===== src/rtl/serial_cfg_pkg.sv =====
package serial_cfg_pkg;

  localparam int CFG_DATA_W = 22;
  localparam int CFG_ADDR_W = 2;

  // Per-cycle commands from the control unit to the datapath
  typedef struct packed {
    logic shiftEn;   // take one serial bit this cycle
    logic shiftBit;  // value of that bit
    logic loadEn;    // commit the shift register to the addressed register
  } cfgStrobes_t;

endpackage


===== src/rtl/cfg_input_sync.sv =====
module cfg_input_sync #(
  parameter int WIDTH  = 3,
  parameter int STAGES = 2
) (
  input  logic             clk,
  input  logic             rst,
  input  logic [WIDTH-1:0] asyncIn,
  output logic [WIDTH-1:0] syncOut
);

  logic [STAGES-1:0][WIDTH-1:0] stageQ;

  always_ff @(posedge clk) begin
    if (rst) begin
      stageQ <= '0;
    end else begin
      stageQ[0] <= asyncIn;
      for (int s = 1; s < STAGES; s++) begin
        stageQ[s] <= stageQ[s-1];
      end
    end
  end

  assign syncOut = stageQ[STAGES-1];

endmodule


===== src/rtl/cfg_loader_ctrl.sv =====
module cfg_loader_ctrl
  import serial_cfg_pkg::*;
(
  input  logic        clk,
  input  logic        rst,
  input  logic        sClk,
  input  logic        sData,
  input  logic        sStrobe,
  output cfgStrobes_t strobes
);

  logic prevClk;
  logic prevStrobe;
  logic clkRise;
  logic strobeRise;

  always_ff @(posedge clk) begin
    if (rst) begin
      prevClk    <= 1'b0;
      prevStrobe <= 1'b0;
    end else begin
      prevClk    <= sClk;
      prevStrobe <= sStrobe;
    end
  end

  assign clkRise    = sClk & ~prevClk;
  assign strobeRise = sStrobe & ~prevStrobe;

  always_comb begin
    strobes          = '0;
    strobes.shiftEn  = clkRise & ~sStrobe;  // edges while the strobe is high are dropped
    strobes.shiftBit = sData;
    strobes.loadEn   = strobeRise;
  end

  // a strobe edge produces a single load command
  p_single_load_r4: assert property (@(posedge clk) disable iff (rst)
    strobes.loadEn |=> !strobes.loadEn);

  // no shift command accompanies a load command
  p_no_shift_on_load_r6: assert property (@(posedge clk) disable iff (rst)
    strobes.loadEn |-> !strobes.shiftEn);

endmodule


===== src/rtl/cfg_loader_datapath.sv =====
module cfg_loader_datapath
  import serial_cfg_pkg::*;
#(
  parameter int DATA_W = CFG_DATA_W,
  parameter int ADDR_W = CFG_ADDR_W,
  localparam int WORD_W   = DATA_W + ADDR_W,
  localparam int NUM_REGS = 1 << ADDR_W
) (
  input  logic                               clk,
  input  logic                               rst,
  input  cfgStrobes_t                        strobes,
  output logic [NUM_REGS-1:0][DATA_W-1:0]    regFile,
  output logic [NUM_REGS-1:0]                updPulse
);

  logic [WORD_W-1:0] shiftReg;
  logic [ADDR_W-1:0] loadAddr;
  logic [DATA_W-1:0] loadData;

  always_ff @(posedge clk) begin
    if (rst) begin
      shiftReg <= '0;
    end else if (strobes.shiftEn) begin
      shiftReg <= {shiftReg[WORD_W-2:0], strobes.shiftBit};
    end
  end

  assign loadAddr = shiftReg[WORD_W-1 -: ADDR_W];
  assign loadData = shiftReg[DATA_W-1:0];

  for (genvar g = 0; g < NUM_REGS; g++) begin : gReg
    logic hit;
    assign hit = strobes.loadEn && (loadAddr == ADDR_W'(g));

    always_ff @(posedge clk) begin
      if (rst) begin
        regFile[g]  <= '0;
        updPulse[g] <= 1'b0;
      end else begin
        updPulse[g] <= hit;
        if (hit) begin
          regFile[g] <= loadData;
        end
      end
    end

    // a register without its pulse keeps its value
    p_unaddressed_stable_r4: assert property (@(posedge clk) disable iff (rst)
      !updPulse[g] |-> $stable(regFile[g]));

    // a pulsing register holds the data field of the word before the load
    p_loaded_value_r3: assert property (@(posedge clk) disable iff (rst)
      updPulse[g] |-> regFile[g] == $past(shiftReg[DATA_W-1:0]));
  end

  // the shifter only moves on a shift command
  p_shift_hold_r1: assert property (@(posedge clk) disable iff (rst)
    !strobes.shiftEn |=> $stable(shiftReg));

  // a shift drops the top bit and keeps the next 23
  p_shift_window_r2: assert property (@(posedge clk) disable iff (rst)
    strobes.shiftEn |=> shiftReg[WORD_W-1:1] == $past(shiftReg[WORD_W-2:0]));

  // at most one pulse, never two cycles in a row
  p_pulse_onehot_r5: assert property (@(posedge clk) disable iff (rst)
    $onehot0(updPulse));
  p_pulse_single_r5: assert property (@(posedge clk) disable iff (rst)
    (updPulse != '0) |=> (updPulse == '0));

  // reset leaves everything at zero
  p_reset_clear_r8: assert property (@(posedge clk)
    rst |=> (regFile == '0 && updPulse == '0 && shiftReg == '0));

endmodule


===== src/rtl/serial_cfg_loader.sv =====
module serial_cfg_loader
  import serial_cfg_pkg::*;
#(
  parameter int DATA_W      = CFG_DATA_W,
  parameter int SYNC_STAGES = 2
) (
  input  logic              clk,
  input  logic              rst,
  input  logic              serClk,
  input  logic              serData,
  input  logic              serStrobe,
  output logic [DATA_W-1:0] regA,
  output logic [DATA_W-1:0] regB,
  output logic [DATA_W-1:0] regC,
  output logic [DATA_W-1:0] regD,
  output logic [3:0]        updPulse
);

  localparam int ADDR_W   = 2;
  localparam int NUM_REGS = 1 << ADDR_W;

  logic [2:0]                      syncBus;
  cfgStrobes_t                     strobes;
  logic [NUM_REGS-1:0][DATA_W-1:0] regFile;

  // all three serial lines cross into the system clock domain together
  cfg_input_sync #(.WIDTH(3), .STAGES(SYNC_STAGES)) uSync (
    .clk     (clk),
    .rst     (rst),
    .asyncIn ({serStrobe, serData, serClk}),
    .syncOut (syncBus)
  );

  cfg_loader_ctrl uCtrl (
    .clk     (clk),
    .rst     (rst),
    .sClk    (syncBus[0]),
    .sData   (syncBus[1]),
    .sStrobe (syncBus[2]),
    .strobes (strobes)
  );

  cfg_loader_datapath #(.DATA_W(DATA_W), .ADDR_W(ADDR_W)) uData (
    .clk      (clk),
    .rst      (rst),
    .strobes  (strobes),
    .regFile  (regFile),
    .updPulse (updPulse)
  );

  assign regA = regFile[0];
  assign regB = regFile[1];
  assign regC = regFile[2];
  assign regD = regFile[3];

endmodule


===== config.mk =====
export PLATFORM = sky130hd
export DESIGN_NAME = serial_cfg_loader
export DESIGN_NICKNAME = d
export VERILOG_FILES = /design/src/rtl/serial_cfg_pkg.sv /design/src/rtl/cfg_input_sync.sv /design/src/rtl/cfg_loader_ctrl.sv /design/src/rtl/cfg_loader_datapath.sv /design/src/rtl/serial_cfg_loader.sv
export SDC_FILE = /design/constraint.sdc
export NUM_CORES = 1
export LEC_CHECK = 0
export ABC_AREA = 1
export BUFFER_PORTS_ARGS = -buffer_cell sky130_fd_sc_hd__buf_4
export CAP_MARGIN = 5
export CORE_MARGIN = 1
export CORE_UTILIZATION = 54
export CTS_BUF_LIST = sky130_fd_sc_hd__clkbuf_16
export CTS_CLUSTER_DIAMETER = 120
export CTS_CLUSTER_SIZE = 14
export DETAILED_ROUTE_END_ITERATION = 10
export PLACE_DENSITY_LB_ADDON = 0.05
export SLEW_MARGIN = 25
export SYNTH_ARGS = -nofsm -noshare
export SYNTH_HDL_FRONTEND = slang
export SYNTH_SLANG_ARGS = --single-unit

===== constraint.sdc =====
create_clock -name clk -period 1.5 [get_ports clk]
set_input_delay 0.15 -clock clk [delete_from_list [all_inputs] [get_ports clk]]
set_output_delay 0.15 -clock clk [all_outputs]
set_load 0.005 [all_outputs]

-- Word level (Yosys, flattened, before mapping)
Index checks and enable logic that the tools add are counted.
- register bits after elaboration: 124
- latch bits: 0
- memory bits (writable): 0
- bits in read-only memories: 0
- input port bits: 5
- output and inout port bits: 92
- word-level logic and storage cells: 27
- memories kept: 0
- add/sub/neg operators: 0
- multiply operators: 0
- div/mod/pow operators: 0
- magnitude comparators: 0
- equality and inequality tests: 3
- shifts and indexed selects: 0
- mux-type cells: 0
- bitwise gates (word level): 6
- reduce and logical (&&, ||, !) cells: 5
- operators with widths (kind ; number):
    $eq A2 B2 Y1 const B ; 2
    $logic_and A1 B1 Y1 ; 4
    $and A1 B1 Y1 ; 3
    $not A1 Y1 ; 3
    $eq A2 B1 Y1 const B ; 1
    $logic_not A2 Y1 ; 1

-- Longest topological paths before layout
Gate-level depths: netlist of run 1.
- word-level depth: 3
- depth in mapped cells: 7
- mapped depth without buffers: 5

-- Cells and area by module
Synthesis of run 1 repeated with hierarchy kept, for this count alone.
- cells, all modules: 687
- area, all modules: 4809.6 µm²
- by module, submodules not included (module ; times used ; cells each ; area an instance (µm²)):
    cfg_loader_datapath ; 1 ; 655 ; 4535.6
    cfg_input_sync ; 1 ; 21 ; 187.7
    cfg_loader_ctrl ; 1 ; 11 ; 86.3

-- Worst setup path after synthesis of run 1
OpenSTA, ideal clock, no wires.
- kind: register to register
- start: register uData.shiftReg[22]
- end: register uData.regFile[13] (netlist name)
- library setup time: 0.115 ns
- arrival: 1.024 ns
- slack: 0.361 ns
- stages on the path, launching flop included: 7
- path buffers: 2
- period minus slack after synthesis: 1.139 ns
- path through: dfxtp_1 buf_2 nor2_2 buf_2 nand3_1 nand2_1 nor2_1
- word-level cells in the longest chain between the ends: 2
- RTL lines (element ; RTL line ; RTL):
    start: declaration ; cfg_loader_datapath.sv:16 ; logic [WORD_W-1:0] shiftReg;
    start signal: assignment ; cfg_loader_datapath.sv:24 ; shiftReg <= {shiftReg[WORD_W-2:0], strobes.shiftBit};
    $logic_not A2 Y1 ; cfg_loader_datapath.sv:33 ; assign hit = strobes.loadEn && (loadAddr == ADDR_W'(g));
    $logic_and A1 B1 Y1 ; cfg_loader_datapath.sv:33 ;
    end signal: indexed assignment ; cfg_loader_datapath.sv:42 ; regFile[g] <= loadData;
    end: declaration ; cfg_loader_datapath.sv:12 ; output logic [NUM_REGS-1:0][DATA_W-1:0] regFile,
No other way between the ends.
A chain may end at the register's enable or synchronous reset.

-- Worst setup path in the final report of run 1
- start: register uData.shiftReg[22]
- end: register uData.regFile[52] (netlist name)
- word-level cells in the longest chain between the ends: 2
- RTL lines (element ; RTL line):
    $eq A2 B2 Y1 ; cfg_loader_datapath.sv:33
    $logic_and A1 B1 Y1 ; cfg_loader_datapath.sv:33
No other way between the ends.

==> results of run 1 <==
synthesized netlist by cell type, drive strengths merged:
master / n
nor4: 1
dfxtp: 124
a21oi: 22
buf: 40
clkbuf: 7
nor2: 217
nand2: 140
nand3b: 1
inv: 35
nor3: 3
nand3: 88
timing repair:
action | in CTS | in global routing
hold buffers | 3 | 0
hold endpoints to repair | 3 | 0
buffers inserted | 0 | 0
power by group:
group | internal, mW | switching [mW] | leakage (nW)
registers | 3.38 | 0.0468 | 1.01
logic | 0.199 | 0.338 | 1.65
clock network | 2.57 | 1.42 | 0.277
through the flow:
stage	hold slack, ns	utilization
4_1_cts	0.002778	0.7374
3_3_place_gp	0.3525	0.6646
3_5_place_dp	0.3573	0.6646
6_report	0.007521	0.7374
2_1_floorplan	0.2271	-
5_1_grt	0.01201	0.7374
worst max-delay path: stages, from the launching register on:
cell,delay (ns)
dfxtp_1,0.38
inv_2,0.09
nand2_1,0.07
nor2_1,0.40
buf_12,0.22
nor2_1,0.05
nor2_1,0.10
cell families after synthesis:
| kind of cell | count (synthesis) |
|---|---|
| AND/OR/NAND/NOR | 450 |
| AO/OA/AOI/OAI | 22 |
| buffers and inverters | 82 |
| flip-flops | 124 |
worst paths after layout:
| check | end | slack [ns] | cells after the start |
|---|---|---|---|
| setup / recovery | uData.regFile[52] | 0.12 | 6 |
| hold reg to reg | uSync.syncOut[1] | 0.40 | 2 |
| setup reg to reg | uData.regFile[52] | 0.12 | 6 |
| hold / removal | uSync.stageQ[0] | 0.008 | 2 |
cell type report:
cell class | count | area share
Tap cell | 105 | 0.02126
Timing Repair Buffer | 112 | 0.1494
Multi-Input combinational cell | 472 | 0.3126
Clock inverter | 14 | 0.02510
Clock buffer | 17 | 0.06883
Inverter | 35 | 0.02126
Sequential cell | 124 | 0.4016
metal layers:
layer,GRT usage,up-vias,routed length (um)
met2,0.4744,137,6098
met1,0.3012,2029,4535
met5,0,-,0
li1,-,2255,-
met3,0.06793,21,571
met4,0.1082,0,223
state kept, by name, summed over array words and instances (netlist names):
name and count:
uData.regFile 88, uData.shiftReg 24, uData.updPulse 4, uSync.stageQ 3, uSync.syncOut 3, uCtrl.prevClk 1
uCtrl.prevStrobe 1
==> tab_implementation.tex, run 1 <==
\begin{tabular}{lr}
\hline
Metric & Value \\
\hline
\multicolumn{2}{l}{\textbf{Place}} \\
Dpl hpwl & 7288 um \\
Port bufs & 96 \\
Setup WS pre-CTS & 0.1387 ns \\
Final RePlAce weighted congestion & 0.8051 \\
Total cell area at the placement stage & 0.005570 mm\^{}2 \\
Placed Instances & 845 \\
\multicolumn{2}{l}{\textbf{Detailed routing}} \\
Mean number of vias per cell & 5.053 \\
DRC viols & 0 \\
Count of nets left with antenna violations after detail routing & 0 \\
Via count of the routed design & 4442 \\
WL/cell & 13.00 um \\
Number of detailed-routing iterations run before antenna repair & 5 \\
Initial DRC Count & 221 \\
Routed wire length & 11430 um \\
\multicolumn{2}{l}{\textbf{Timing}} \\
Maximum achievable frequency & 0.7265 GHz \\
Unrepaired setup endpoints after global routing & no \\
Worst setup skew after layout & 0.005744 ns \\
Max-slew violation count & 0 \\
Pin slew with the least headroom to its limit & 0.5057 ns \\
Post-layout worst setup margin & 0.1235 ns \\
Share of the clock period used by the worst path & 0.9177 \\
Final count of negative-setup-slack endpoints & 0 \\
Slew headroom & 0.6616 \\
Number of hold violations in the final report & 0 \\
Total negative slack & 0 ns \\
Clock period minus worst slack & 1.377 ns \\
\multicolumn{2}{l}{\textbf{Logic synthesis}} \\
Mean instance size in the synthesized netlist & 7.016 um\^{}2 \\
Cell variety after synth & 14 \\
Top cell type's share of synthesized area & 0.5218 \\
Largest cells by area after synthesis & dfxtp\_1 (52\%), nor2\_1 (17\%), nand2\_1 (11\%), nand3\_1 (9.3\%), buf\_2 (3.6\%) \\
Parity-gate share of the synthesized area counting xor and xnor cells & 0 \\
Adder-cell area share of the yosys netlist & 0 \\
Synth Instances & 678 \\
Simple-gate area share of the yosys netlist & 0.3814 \\
Dominant combinational cell family by area after synthesis & simple AND/OR/NAND/NOR gates \\
Multiplexer share of the synthesized area & 0 \\
Sequential share of the synthesized area & 0.5218 \\
Post-synth net total & 683 \\
Post-synth design cell area & 0.004757 mm\^{}2 \\
Synth area leader & dfxtp\_1 \\
Ys Warns & 0 \\
Post-synthesis register bit count & 124 \\
Post-synthesis compound-gate area fraction & 0.02315 \\
\multicolumn{2}{l}{\textbf{Floorplan}} \\
Die boundary height & 95.86 um \\
Count of standard-cell rows & 33 \\
Core Footprint & 0.008382 mm\^{}2 \\
Die W & 95.86 um \\
Starting density of the core & 0.5675 \\
Die area & 0.009189 mm\^{}2 \\
Ports placed on the boundary & 97 \\
\multicolumn{2}{l}{\textbf{Clock network}} \\
Number of gates resized after CTS & 0 \\
Number of buffers inserted during clock tree synthesis & 17 \\
H-tree depth reported by CTS & 4 \\
TritonCTS clock tree & built \\
CTS root buffer & clkbuf\_16 \\
Maximum buffer depth of the clock tree & 2 \\
Sinks on Clock Net & 124 \\
Clock transition time at the flip-flop clock pins of the worst setup and hold paths & 0.05 ns \\
Clk\_lat worst skew & 0.41 ns \\
\multicolumn{2}{l}{\textbf{Layout}} \\
Fillers & 705 \\
Total inserted antenna cells & 0 \\
Most common cell after layout, fill and taps aside & nor2\_1 \\
Footprint of the flip-flops and latches & 0.002482 mm\^{}2 \\
Post-route non-filler standard cell count & 879 \\
Leading cell types in the layout, fill and taps excluded & nor2\_1 (214), nand2\_1 (140), dfxtp\_1 (124), buf\_4 (103), nand3\_1 (88) \\
Ratio of cells with drive above 1 in the final layout & 0.1873 \\
Area added between synthesis and finish & 29.93\% \\
Summed area of non-filler cells in the final layout & 0.006181 mm\^{}2 \\
Multi-input logic area & 0.001932 mm\^{}2 \\
Net count of the finished layout & 767 \\
\multicolumn{2}{l}{\textbf{GRT}} \\
First-pass GRT wire length & 18600 um \\
Total track usage & 0.2658 \\
Initial antenna violation count & 0 \\
Overflow left after global routing & 0 \\
Largest net degree at the start of global routing & 113 \\
Number of global-route vias before repair & 4085 \\
\multicolumn{2}{l}{\textbf{Hold path}} \\
Class of the tightest hold or removal check & input pin to flip-flop \\
Worst hold start & rst \\
\multicolumn{2}{l}{\textbf{Setup path}} \\
Worst EP required & 1.84 ns \\
Sort of element at the end of the critical path & flip-flop \\
Arrival time at the worst endpoint & 1.72 ns \\
Timing startpoint of the critical path & uData.shiftReg[22] \\
Setup crit start kind & flip-flop \\
Setup CP Type & flip-flop to flip-flop \\
Worst-path maximum fanout & 17 \\
Startpoint of the worst-slack reg-to-reg timing path & uData.shiftReg[22] \\
\multicolumn{2}{l}{\textbf{Power}} \\
Power Density & 1288 mW/mm\^{}2 \\
IR Drop Worst-Case VDD & 0.8531 mV \\
Leakage power & 2.933 nW \\
Total power after layout & 7.960 mW \\
\multicolumn{2}{l}{\textbf{Run}} \\
Count of max-cap constraint violations & 0 \\
\multicolumn{2}{l}{\textbf{Run status}} \\
Run status & completed \\
\hline
\end{tabular}
No activity file was read; power rests on OpenSTA's default activity.
==> run 2, diff against run 1 <==
--- a/config.mk
+++ b/config.mk
@@ -14,7 +14,7 @@
 export CTS_CLUSTER_DIAMETER = 120
 export CTS_CLUSTER_SIZE = 14
 export DETAILED_ROUTE_END_ITERATION = 10
-export PLACE_DENSITY_LB_ADDON = 0.05
+export PLACE_DENSITY_LB_ADDON = 0.1
 export SLEW_MARGIN = 25
 export SYNTH_ARGS = -nofsm -noshare
 export SYNTH_HDL_FRONTEND = slang
==> tab_implementation.tex, run 2 (synthesis gave the netlist of run 1 again) <==
\begin{tabular}{lr}
\hline
Metric & Value \\
\hline
\multicolumn{2}{l}{\textbf{Clock network}} \\
CTS root buffer & clkbuf\_16 \\
TritonCTS clock tree & built \\
Clock transition time at the flip-flop clock pins of the worst setup and hold paths & 0.05 ns \\
Clk\_lat worst skew & 0.41 ns \\
H-tree depth reported by CTS & 4 \\
Maximum buffer depth of the clock tree & 2 \\
Number of gates resized after CTS & 0 \\
Sinks on Clock Net & 124 \\
Number of buffers inserted during clock tree synthesis & 17 \\
\multicolumn{2}{l}{\textbf{Setup path}} \\
Sort of element at the end of the critical path & flip-flop \\
Worst-path maximum fanout & 22 \\
Terminus of the critical flop-to-flop path & uData.regFile[81] \\
Series of cell instances along the critical path & nand2\_1, inv\_2, nand3\_1, nand2\_1, nor2\_1 \\
Setup CP Type & flip-flop to flip-flop \\
Worst EP required & 1.80 ns \\
Startpoint of the worst-slack reg-to-reg timing path & uData.shiftReg[22] \\
Register-to-register setup slack & 0.15 ns \\
Worst-case reg-to-reg path depth & 5 \\
Critical path's most frequent cell & nand2\_1 \\
Timing startpoint of the critical path & uData.shiftReg[22] \\
Arrival time at the worst endpoint & 1.65 ns \\
CP max-delay cell & dfxtp\_1 \\
Last element of the critical path & uData.regFile[81] \\
Setup crit start kind & flip-flop \\
Maximum cell stage delay along the critical path & 0.45 ns \\
\multicolumn{2}{l}{\textbf{Layout}} \\
Most common cell after layout, fill and taps aside & nor2\_1 \\
End-of-flow core utilization & 0.7391 \\
Net count of the finished layout & 767 \\
Leading registers by flop count & uData.regFile x88, uData.shiftReg x24, uData.updPulse x4 \\
Leading cell types in the layout, fill and taps excluded & nor2\_1 (214), nand2\_1 (140), dfxtp\_1 (124), buf\_4 (102), nand3\_1 (88) \\
Area added between synthesis and finish & 30.22\% \\
Total inserted antenna cells & 0 \\
Largest register FFs & 88 \\
Ratio of cells with drive above 1 in the final layout & 0.1858 \\
Largest reg by FF count & uData.regFile \\
\multicolumn{2}{l}{\textbf{Timing}} \\
Max-slew violation count & 0 \\
Total negative slack & 0 ns \\
Final count of negative-setup-slack endpoints & 0 \\
Unrepaired setup endpoints after global routing & no \\
Number of hold violations in the final report & 0 \\
Clock period minus worst slack & 1.351 ns \\
Share of the clock period used by the worst path & 0.9009 \\
Post-layout worst setup margin & 0.1486 ns \\
Slew headroom & 0.7126 \\
Maximum achievable frequency & 0.7400 GHz \\
Pin slew with the least headroom to its limit & 0.4272 ns \\
Worst setup skew after layout & 0.007235 ns \\
\multicolumn{2}{l}{\textbf{Power}} \\
IR Drop Worst-Case VDD & 0.9080 mV \\
Leakage power & 2.950 nW \\
Power Density & 1288 mW/mm\^{}2 \\
\multicolumn{2}{l}{\textbf{Place}} \\
Setup WS pre-CTS & 0.2050 ns \\
Port bufs & 96 \\
Final RePlAce weighted congestion & 0.7721 \\
Dpl hpwl & 7452 um \\
\multicolumn{2}{l}{\textbf{Detailed routing}} \\
DRC viols & 0 \\
WL/cell & 13.15 um \\
Via count of the routed design & 4460 \\
Count of nets left with antenna violations after detail routing & 0 \\
Number of detailed-routing iterations run before antenna repair & 5 \\
Mean number of vias per cell & 5.068 \\
Initial DRC Count & 311 \\
Routed wire length & 11580 um \\
\multicolumn{2}{l}{\textbf{Floorplan}} \\
Starting density of the core & 0.5675 \\
Count of standard-cell rows & 33 \\
Die area & 0.009189 mm\^{}2 \\
Die boundary height & 95.86 um \\
Die W & 95.86 um \\
Ports placed on the boundary & 97 \\
Core Footprint & 0.008382 mm\^{}2 \\
\multicolumn{2}{l}{\textbf{Run status}} \\
Run status & completed \\
\multicolumn{2}{l}{\textbf{GRT}} \\
Initial antenna violation count & 0 \\
Number of global-route vias before repair & 4123 \\
Overflow left after global routing & 0 \\
Total track usage & 0.2646 \\
Largest net degree at the start of global routing & 79 \\
First-pass GRT wire length & 18460 um \\
\multicolumn{2}{l}{\textbf{Hold path}} \\
Hold Path Stages & 2 \\
Class of the tightest hold or removal check & input pin to flip-flop \\
\multicolumn{2}{l}{\textbf{Run}} \\
Count of max-cap constraint violations & 0 \\
\hline
\end{tabular}
-- run 2: worst max-delay path: cells and delay by family, from the launching register on --
family / cells / cell delay (ns)
buffers and inverters: 1 / 0.33
DFF: 1 / 0.45
and+or+nand+nor: 4 / 0.46
-- run 2: how the worst min path moves through the flow --
| stage | from | to |
|---|---|---|
| finish | rst | uSync.stageQ[2] |
| global route | rst | uSync.syncOut[2] |
| CTS | rst | uSync.stageQ[0] |
| detailed placement | serClk | uSync.stageQ[0] |
| global placement | serStrobe | uSync.stageQ[2] |
| floorplan | rst | uData.updPulse[0] |
-- run 2: stage by stage --
step,instances,area (um^2),total power [mW],hold WS (ns)
final,880,6195,7.976,0.01258
after global routing,880,6195,8.230,0.02347
after CTS,880,6195,7.999,0.006619
after detailed placement,845,5583,4.029,0.3604
after global placement,845,5583,4.015,0.3526
after floorplan,678,4757,3.842,0.2271
-- run 2: final cells by class --
type / count / area, um^2
Tap cell: 105 / 131.4
Multi-Input combinational cell: 472 / 1932
Fill cell: 682 / 2187
Clock inverter: 15 / 156.4
Sequential cell: 124 / 2482
Timing Repair Buffer: 112 / 935.9
Clock buffer: 17 / 425.4
Inverter: 35 / 131.4
-- run 2: layer usage --
| metal | part of all wire | track usage |
|---|---|---|
| met4 | 0.016 | 0.1281 |
| met2 | 0.54 | 0.4923 |
| met1 | 0.39 | 0.2745 |
| met5 | 0 | 0 |
| met3 | 0.050 | 0.06872 |
-- run 2: power breakdown --
group	total (mW)	internal (mW)	switching [mW]
Clock	4.00	2.58	1.43
Combinational	0.544	0.204	0.340
Sequential	3.43	3.38	0.0469
-- run 2: timing repair --
action | CTS | global route
setup buffers | 0 | 0
endpoints found under the hold margin | 3 | 0
hold buffers | 3 | 0
